File: src/rtl/tok_hs_pkg.sv
package tok_hs_pkg;

    typedef enum logic [1:0] {
        TK_IN    = 2'd0,
        TK_OUT   = 2'd1,
        TK_SETUP = 2'd2,
        TK_RSVD  = 2'd3
    } tok_kind_e;

    typedef enum logic [1:0] {
        EPT_CTRL = 2'd0,
        EPT_ISO  = 2'd1,
        EPT_BULK = 2'd2,
        EPT_INTR = 2'd3
    } ep_type_e;

    typedef enum logic [1:0] {
        HS_ACK   = 2'd0,
        HS_NAK   = 2'd1,
        HS_STALL = 2'd2,
        HS_RSVD  = 2'd3
    } hs_code_e;

    typedef enum logic [1:0] {
        EP_OFF   = 2'd0,
        EP_LIVE  = 2'd1,
        EP_DRAIN = 2'd2
    } ep_state_e;

    typedef enum logic {
        WIN_IDLE = 1'b0,
        WIN_HOLD = 1'b1
    } win_state_e;

endpackage

File: src/rtl/iso_busy_win.sv
module iso_busy_win
    import tok_hs_pkg::*;
#(
    parameter int BUSY_LEN = 7,
    parameter int CW       = 3
) (
    input  logic clk,
    input  logic rst_n,
    input  logic load,
    output logic busy
);
    win_state_e    st_q, st_d;
    logic [CW-1:0] cnt_q, cnt_d;

    always_ff @(posedge clk or negedge rst_n) begin
        if (!rst_n) begin
            st_q  <= WIN_IDLE;
            cnt_q <= '0;
        end else begin
            st_q  <= st_d;
            cnt_q <= cnt_d;
        end
    end

    always_comb begin
        st_d  = st_q;
        cnt_d = cnt_q;
        unique case (st_q)
            WIN_IDLE: begin
                if (load) begin
                    st_d  = WIN_HOLD;
                    cnt_d = CW'(BUSY_LEN);
                end
            end
            WIN_HOLD: begin
                cnt_d = cnt_q - 1'b1;
                if (cnt_q == CW'(1)) st_d = WIN_IDLE;
            end
            default: st_d = WIN_IDLE;
        endcase
    end

    assign busy = (st_q == WIN_HOLD);


    cnt_bound_chk: assert property (@(posedge clk) disable iff (!rst_n)
        cnt_q <= CW'(BUSY_LEN));


    no_reload_chk: assert property (@(posedge clk) disable iff (!rst_n)
        (busy && cnt_q != CW'(1)) |=> (busy && cnt_q == $past(cnt_q) - 1'b1));

endmodule

File: src/rtl/ep_state_fsm.sv
module ep_state_fsm
    import tok_hs_pkg::*;
(
    input  logic clk,
    input  logic rst_n,
    input  logic en_set,
    input  logic dis_req,
    input  logic is_in,
    input  logic win_busy,
    input  logic stall_set,
    input  logic stall_clr,
    input  logic setup_acc,
    output logic ep_en,
    output logic halted,
    output logic dis_irq
);
    ep_state_e st_q, st_d;
    logic      irq_d, irq_q;
    logic      halt_q, halt_d;

    always_ff @(posedge clk or negedge rst_n) begin
        if (!rst_n) begin
            st_q   <= EP_OFF;
            irq_q  <= 1'b0;
            halt_q <= 1'b0;
        end else begin
            st_q   <= st_d;
            irq_q  <= irq_d;
            halt_q <= halt_d;
        end
    end

    always_comb begin
        st_d  = st_q;
        irq_d = 1'b0;
        unique case (st_q)
            EP_OFF:   if (en_set) st_d = EP_LIVE;
            EP_LIVE:  if (dis_req && is_in) st_d = EP_DRAIN;
            EP_DRAIN: begin
                if (!win_busy) begin
                    st_d  = EP_OFF;
                    irq_d = 1'b1;
                end
            end
            default:  st_d = EP_OFF;
        endcase
    end

    always_comb begin
        halt_d = halt_q;
        if (setup_acc)      halt_d = 1'b0;
        else if (stall_set) halt_d = 1'b1;
        else if (stall_clr) halt_d = 1'b0;
    end

    assign ep_en   = (st_q == EP_LIVE);
    assign halted  = halt_q;
    assign dis_irq = irq_q;


    setup_clears_halt_chk: assert property (@(posedge clk) disable iff (!rst_n)
        setup_acc |=> !halted);


    dis_pulse_chk: assert property (@(posedge clk) disable iff (!rst_n)
        dis_irq |=> !dis_irq);


    dis_stops_chk: assert property (@(posedge clk) disable iff (!rst_n)
        (ep_en && dis_req && is_in) |=> !ep_en);

endmodule

File: src/rtl/hs_decide.sv
module hs_decide
    import tok_hs_pkg::*;
#(
    parameter int CNT_W = 10
) (
    input  logic             clk,
    input  logic             rst_n,
    input  logic             tok_vld,
    input  logic [1:0]       tok_kind,
    input  logic [1:0]       ep_type,
    input  logic             nak_bit,
    input  logic             ctl_dstage,
    input  logic [CNT_W-1:0] ctl_left,
    input  logic             ep_en,
    input  logic             halted,
    input  logic             win_busy,
    output logic             win_load,
    output logic             setup_acc,
    output logic             hs_vld,
    output logic [1:0]       hs_code,
    output logic             tok_drop,
    output logic             ovr_irq
);
    tok_kind_e kind;
    ep_type_e  etype;
    hs_code_e  code_d, code_q;
    logic      vld_d, drop_d, ovr_d, overrun;

    assign kind  = tok_kind_e'(tok_kind);
    assign etype = ep_type_e'(ep_type);
    assign overrun = (etype == EPT_CTRL) && ctl_dstage && (ctl_left == '0);

    always_comb begin
        vld_d     = 1'b0;
        code_d    = HS_ACK;
        drop_d    = 1'b0;
        ovr_d     = 1'b0;
        win_load  = 1'b0;
        setup_acc = 1'b0;
        if (tok_vld) begin
            if (win_busy) begin
                if (etype == EPT_ISO || kind == TK_SETUP) begin
                    drop_d = 1'b1;
                end else begin
                    vld_d  = 1'b1;
                    code_d = HS_NAK;
                end
            end else if (ep_en) begin
                if (etype == EPT_ISO) begin
                    win_load = (kind == TK_OUT);
                end else if (kind == TK_SETUP) begin
                    if (etype == EPT_CTRL) begin
                        vld_d     = 1'b1;
                        code_d    = HS_ACK;
                        setup_acc = 1'b1;
                    end
                end else begin
                    vld_d = 1'b1;
                    ovr_d = overrun;
                    if (halted)                 code_d = HS_STALL;
                    else if (nak_bit || overrun) code_d = HS_NAK;
                    else                        code_d = HS_ACK;
                end
            end
        end
    end

    always_ff @(posedge clk or negedge rst_n) begin
        if (!rst_n) begin
            hs_vld   <= 1'b0;
            code_q   <= HS_ACK;
            tok_drop <= 1'b0;
            ovr_irq  <= 1'b0;
        end else begin
            hs_vld   <= vld_d;
            code_q   <= code_d;
            tok_drop <= drop_d;
            ovr_irq  <= ovr_d;
        end
    end

    assign hs_code = code_q;


    stall_wins_chk: assert property (@(posedge clk) disable iff (!rst_n)
        (tok_vld && !win_busy && ep_en && ep_type != 2'd1 && tok_kind != 2'd2 && halted)
        |=> (hs_vld && hs_code == 2'd2));


    iso_silent_chk: assert property (@(posedge clk) disable iff (!rst_n)
        (tok_vld && ep_type == 2'd1) |=> !hs_vld);


    busy_nak_chk: assert property (@(posedge clk) disable iff (!rst_n)
        (tok_vld && win_busy && (ep_type == 2'd2 || ep_type == 2'd3))
        |=> (hs_vld && hs_code == 2'd1));


    drop_excl_chk: assert property (@(posedge clk) disable iff (!rst_n)
        tok_drop |-> !hs_vld);


    off_silent_chk: assert property (@(posedge clk) disable iff (!rst_n)
        (tok_vld && !win_busy && !ep_en) |=> (!hs_vld && !tok_drop));

endmodule

File: src/rtl/tok_hs_sel.sv
module tok_hs_sel
    import tok_hs_pkg::*;
#(
    parameter int BUSY_PHY  = 7,
    parameter int CLK_RATIO = 1,
    parameter int CNT_W     = 10
) (
    input  logic             clk,
    input  logic             rst_n,
    input  logic             tok_vld,
    input  logic [1:0]       tok_kind,
    input  logic [1:0]       ep_type,
    input  logic             ep_is_in,
    input  logic             ep_en_set,
    input  logic             ep_dis_req,
    input  logic             stall_set,
    input  logic             stall_clr,
    input  logic             nak_bit,
    input  logic             ctl_dstage,
    input  logic [CNT_W-1:0] ctl_left,
    output logic             hs_vld,
    output logic [1:0]       hs_code,
    output logic             tok_drop,
    output logic             dis_irq,
    output logic             ovr_irq
);
    localparam int BUSY_LEN = (BUSY_PHY + CLK_RATIO - 1) / CLK_RATIO;
    localparam int WIN_CW   = $clog2(BUSY_LEN + 1);

    logic win_busy, win_load, setup_acc, ep_en, halted;

    iso_busy_win #(
        .BUSY_LEN (BUSY_LEN),
        .CW       (WIN_CW)
    ) u_win (
        .clk   (clk),
        .rst_n (rst_n),
        .load  (win_load),
        .busy  (win_busy)
    );

    ep_state_fsm u_ep (
        .clk       (clk),
        .rst_n     (rst_n),
        .en_set    (ep_en_set),
        .dis_req   (ep_dis_req),
        .is_in     (ep_is_in),
        .win_busy  (win_busy),
        .stall_set (stall_set),
        .stall_clr (stall_clr),
        .setup_acc (setup_acc),
        .ep_en     (ep_en),
        .halted    (halted),
        .dis_irq   (dis_irq)
    );

    hs_decide #(
        .CNT_W (CNT_W)
    ) u_dec (
        .clk        (clk),
        .rst_n      (rst_n),
        .tok_vld    (tok_vld),
        .tok_kind   (tok_kind),
        .ep_type    (ep_type),
        .nak_bit    (nak_bit),
        .ctl_dstage (ctl_dstage),
        .ctl_left   (ctl_left),
        .ep_en      (ep_en),
        .halted     (halted),
        .win_busy   (win_busy),
        .win_load   (win_load),
        .setup_acc  (setup_acc),
        .hs_vld     (hs_vld),
        .hs_code    (hs_code),
        .tok_drop   (tok_drop),
        .ovr_irq    (ovr_irq)
    );

endmodule

File: config.mk
export PLATFORM = sky130hd
export DESIGN_NAME = tok_hs_sel
export DESIGN_NICKNAME = d
export VERILOG_FILES = /design/src/rtl/tok_hs_pkg.sv /design/src/rtl/iso_busy_win.sv /design/src/rtl/ep_state_fsm.sv /design/src/rtl/hs_decide.sv /design/src/rtl/tok_hs_sel.sv
export SDC_FILE = /design/constraint.sdc
export NUM_CORES = 1
export LEC_CHECK = 0
export ABC_AREA = 1
export BUFFER_PORTS_ARGS = -buffer_cell sky130_fd_sc_hd__buf_2
export CORE_UTILIZATION = 47
export DETAILED_ROUTE_END_ITERATION = 16
export PLACE_DENSITY = 0.81
export SLEW_MARGIN = 15
export SYNTH_ARGS = -nofsm -noshare
export SYNTH_HDL_FRONTEND = slang
export SYNTH_SLANG_ARGS = --single-unit
File: constraint.sdc
create_clock -name clk -period 2.21 [get_ports clk]
set_input_delay 0.663 -clock clk [delete_from_list [all_inputs] [get_ports clk]]
set_output_delay 0.663 -clock clk [all_outputs]
set_load 0.02 [all_outputs]
==> impl_metrics.json <==
{
  "cts-resized-gates": 0,
  "start_util_pct": 53.8,
  "synth_edf_count": 0,
  "path_class": "flip-flop to output pin",
  "fmax_mhz": 677,
  "clk_pin_slew_ps": 80,
  "finalSetupTns_ps": 0,
  "synth_xor_area_share_pct": 1.37,
  "drt_pass1_iterations": 3,
  "async_flop_share_pct": 100,
  "drc": 0,
  "skew_ps": 2.39,
  "reg2regPathDepth": 7,
  "fin_nets": 139,
  "syn_inst": 79,
  "synthTopCellsByCount": "16 x nor2_1, 13 x dfrtp_1, 12 x nand2_1, 10 x inv_1, 4 x a21oi_1",
  "cp_top_family": "flip-flops",
  "drive_gt1_share_pct": 33.9,
  "grt_pass1_wl_mm": 2.21,
  "htree_levels": 1,
  "vias": 592,
  "yosys_warnings": 0,
  "insertion_delay_ps": 280,
  "seq_area_frac_synth_pct": 51.0,
  "rows": 12,
  "synth.most_common_cell": "nor2_1",
  "hold_path.class": "input pin to asynchronous set/reset pin",
  "p_leak_nw": 0.467,
  "ant_nets": 0,
  "diodes": 0,
  "io_pins": 30,
  "place.gp.congestion": 0.767,
  "fin_crit_ps": 1480,
  "cts_buffers": 3,
  "ys_types": 19,
  "cts_sinks": 13,
  "critPathCapture": "hs_code[1]",
  "holdBufCountCts": 0,
  "syn_area_um2": 638,
  "irDropWorstVdd_mv": 0.508,
  "portBuffers": 29,
  "fin_util_pct": 69.7,
  "worst-path-buf-inv": 1,
  "worstReg2RegEnd": "u_win.cnt_q[2]",
  "antenna_found_initial": 0,
  "maxCapViolations": 0,
  "max-slew-margin-rel_pct": 80.8,
  "worstPathRequired_ps": 1550,
  "cts_tree": "built",
  "end_kind": "output pin",
  "cp.arrival_ps": 810,
  "hold_violations": 0,
  "cp.depth": 1,
  "grt_max_degree": 14,
  "synth_top_area_share_pct": 51.0,
  "yosys-mux-area-fraction_pct": 0,
  "worst_pin_slew_ps": 288,
  "reg2reg_from": "u_ep.st_q[1]",
  "drt-initial-drc-count": 15,
  "area_delta_synth_final_pct": 29.6,
  "synth_nets": 105,
  "synth_area_leaders": "dfrtp_1 51%, nor2_1 9.4%, nand2_1 7.1%",
  "yosys.area_share.adder_pct": 3.92,
  "syn_area_per_cell_um2": 8.08,
  "drt_wl_total_mm": 1.21,
  "place_ws_ps": 664,
  "status": "complete, no violations",
  "cp_slowest_stage_delay_ps": 370,
  "cp_max_fo": 1,
  "grt_pass1_vias": 572,
  "worstPathCellList": "buf_2",
  "p_total_uw": 740,
  "regToRegSetupSlack_ps": 1020,
  "rsz0062_at_grt": "false",
  "grtUsageTotal_pct": 22.6,
  "dp_hpwl_um": 988,
  "core_area_um2": 1190,
  "viasPerCell": 4.70,
  "startpoint_type": "flip-flop",
  "fp.dieW_um": 38.8,
  "postCtsSetupBuffers": 0,
  "synth_compound_area_share_pct": 9.22,
  "cp-startpoint": "u_dec.hs_code[1]",
  "synth-seq-cells": 13,
  "period_share_pct": 66.9,
  "ys.flop_type": "dfrtp_1",
  "die_area_um2": 1510,
  "fp.dieH_um": 38.8,
  "synth_top_area_cell": "dfrtp_1",
  "synthSimpleGateAreaFrac_pct": 26.9,
  "hold_slack_ps": 248,
  "fin_ws_ps": 732,
  "slew_viol_final": 0,
  "cts_root_buffer": "clkbuf_4",
  "synth_top_family_by_area": "simple AND/OR/NAND/NOR gates",
  "finalSetupViolCount": 0,
  "routedWlPerCell_um": 9.57,
  "p_per_area_nw_per_um2": 894,
  "clockBufferDepth": 2,
  "grt.overflow.total": 0,
  "slowest_stage": "dfrtp_1"
}
-- how the worst min path moves through the flow --
stage,startpoint,depth (start not counted),slack (ps),endpoint
3_3_place_gp,u_win.cnt_q[1],2,510,u_win.cnt_q[1]
6_report,rst_n,1,250,u_ep.dis_irq
5_1_grt,rst_n,1,260,u_dec.hs_code[0]
4_1_cts,rst_n,1,260,u_dec.hs_code[0]
2_1_floorplan,rst_n,0,370,u_dec.hs_code[0]
3_5_place_dp,u_win.cnt_q[1],2,530,u_win.cnt_q[1]
-- logic make-up after synthesis --
| logic type | Yosys count |
|---|---|
| AO/OA/AOI/OAI | 11 |
| flip-flops | 13 |
| buffers and inverters | 13 |
| XOR/XNOR | 1 |
| adder cells (fa/ha/maj) | 2 |
| AND/OR/NAND/NOR | 39 |
-- routing by layer --
metal  track usage, %  routed length, µm  part of all wire, %  vias to the layer above
met1             28.0                547                   45                      249
met5                0                  0                    0                        -
met4             10.3                 23                  1.9                        0
li1                 -                  -                    -                      317
met2             35.8                562                   47                       23
met3             6.94                 73                  6.1                        3
-- worst reg2reg max path: cells and delay by family, from the launching register on --
family	cells	cell delay [ps]
flip-flops	1	370
AO/OA/AOI/OAI	1	130
AND/OR/NAND/NOR	5	500
buffers and inverters	1	130
-- report_power, final --
part | switching (mW) | internal (mW) | total, mW | leakage (nW)
clock | 0.0799 | 0.0702 | 0.150 | 0.0150
sequential | 0.0493 | 0.297 | 0.346 | 0.164
combinational | 0.145 | 0.0983 | 0.243 | 0.288
-- registers in the layout, summed over array words and instances, names as in the netlist --
name / count
u_dec.hs_code: 2
u_dec.hs_vld: 1
u_ep.st_q: 2
u_ep.halted: 1
u_win.busy: 1
u_win.cnt_q: 3
u_ep.dis_irq: 1
u_dec.ovr_irq: 1
u_dec.tok_drop: 1
-- per-stage QoR --
step	cells	cell area [µm²]
after detailed placement	122	801
after global placement	122	801
after CTS	126	827
after floorplan	79	638
final	126	827
after global routing	126	827
-- cells in the final DEF, fill, tap and decap left out, types with 3 or more instances in the layout --
| cell | instances |
|---|---|
| buf_2 | 29 |
| nor2_1 | 16 |
| dfrtp_1 | 13 |
| nand2_1 | 12 |
| inv_1 | 10 |
| a21oi_1 | 4 |
| nand2_2 | 3 |
| nor3_1 | 3 |
| o21ai_0 | 3 |
| clkbuf_4 | 3 |
-- layout make-up --
class | count | area [µm²]
tap | 14 | 17.5
timing repair buffer | 29 | 145
inverter | 13 | 48.8
sequential | 13 | 325
clock buffer | 4 | 26.3
fill | 113 | 359
multi-input combinational | 53 | 264
Note: power is estimated with default switching activity, not from simulation.
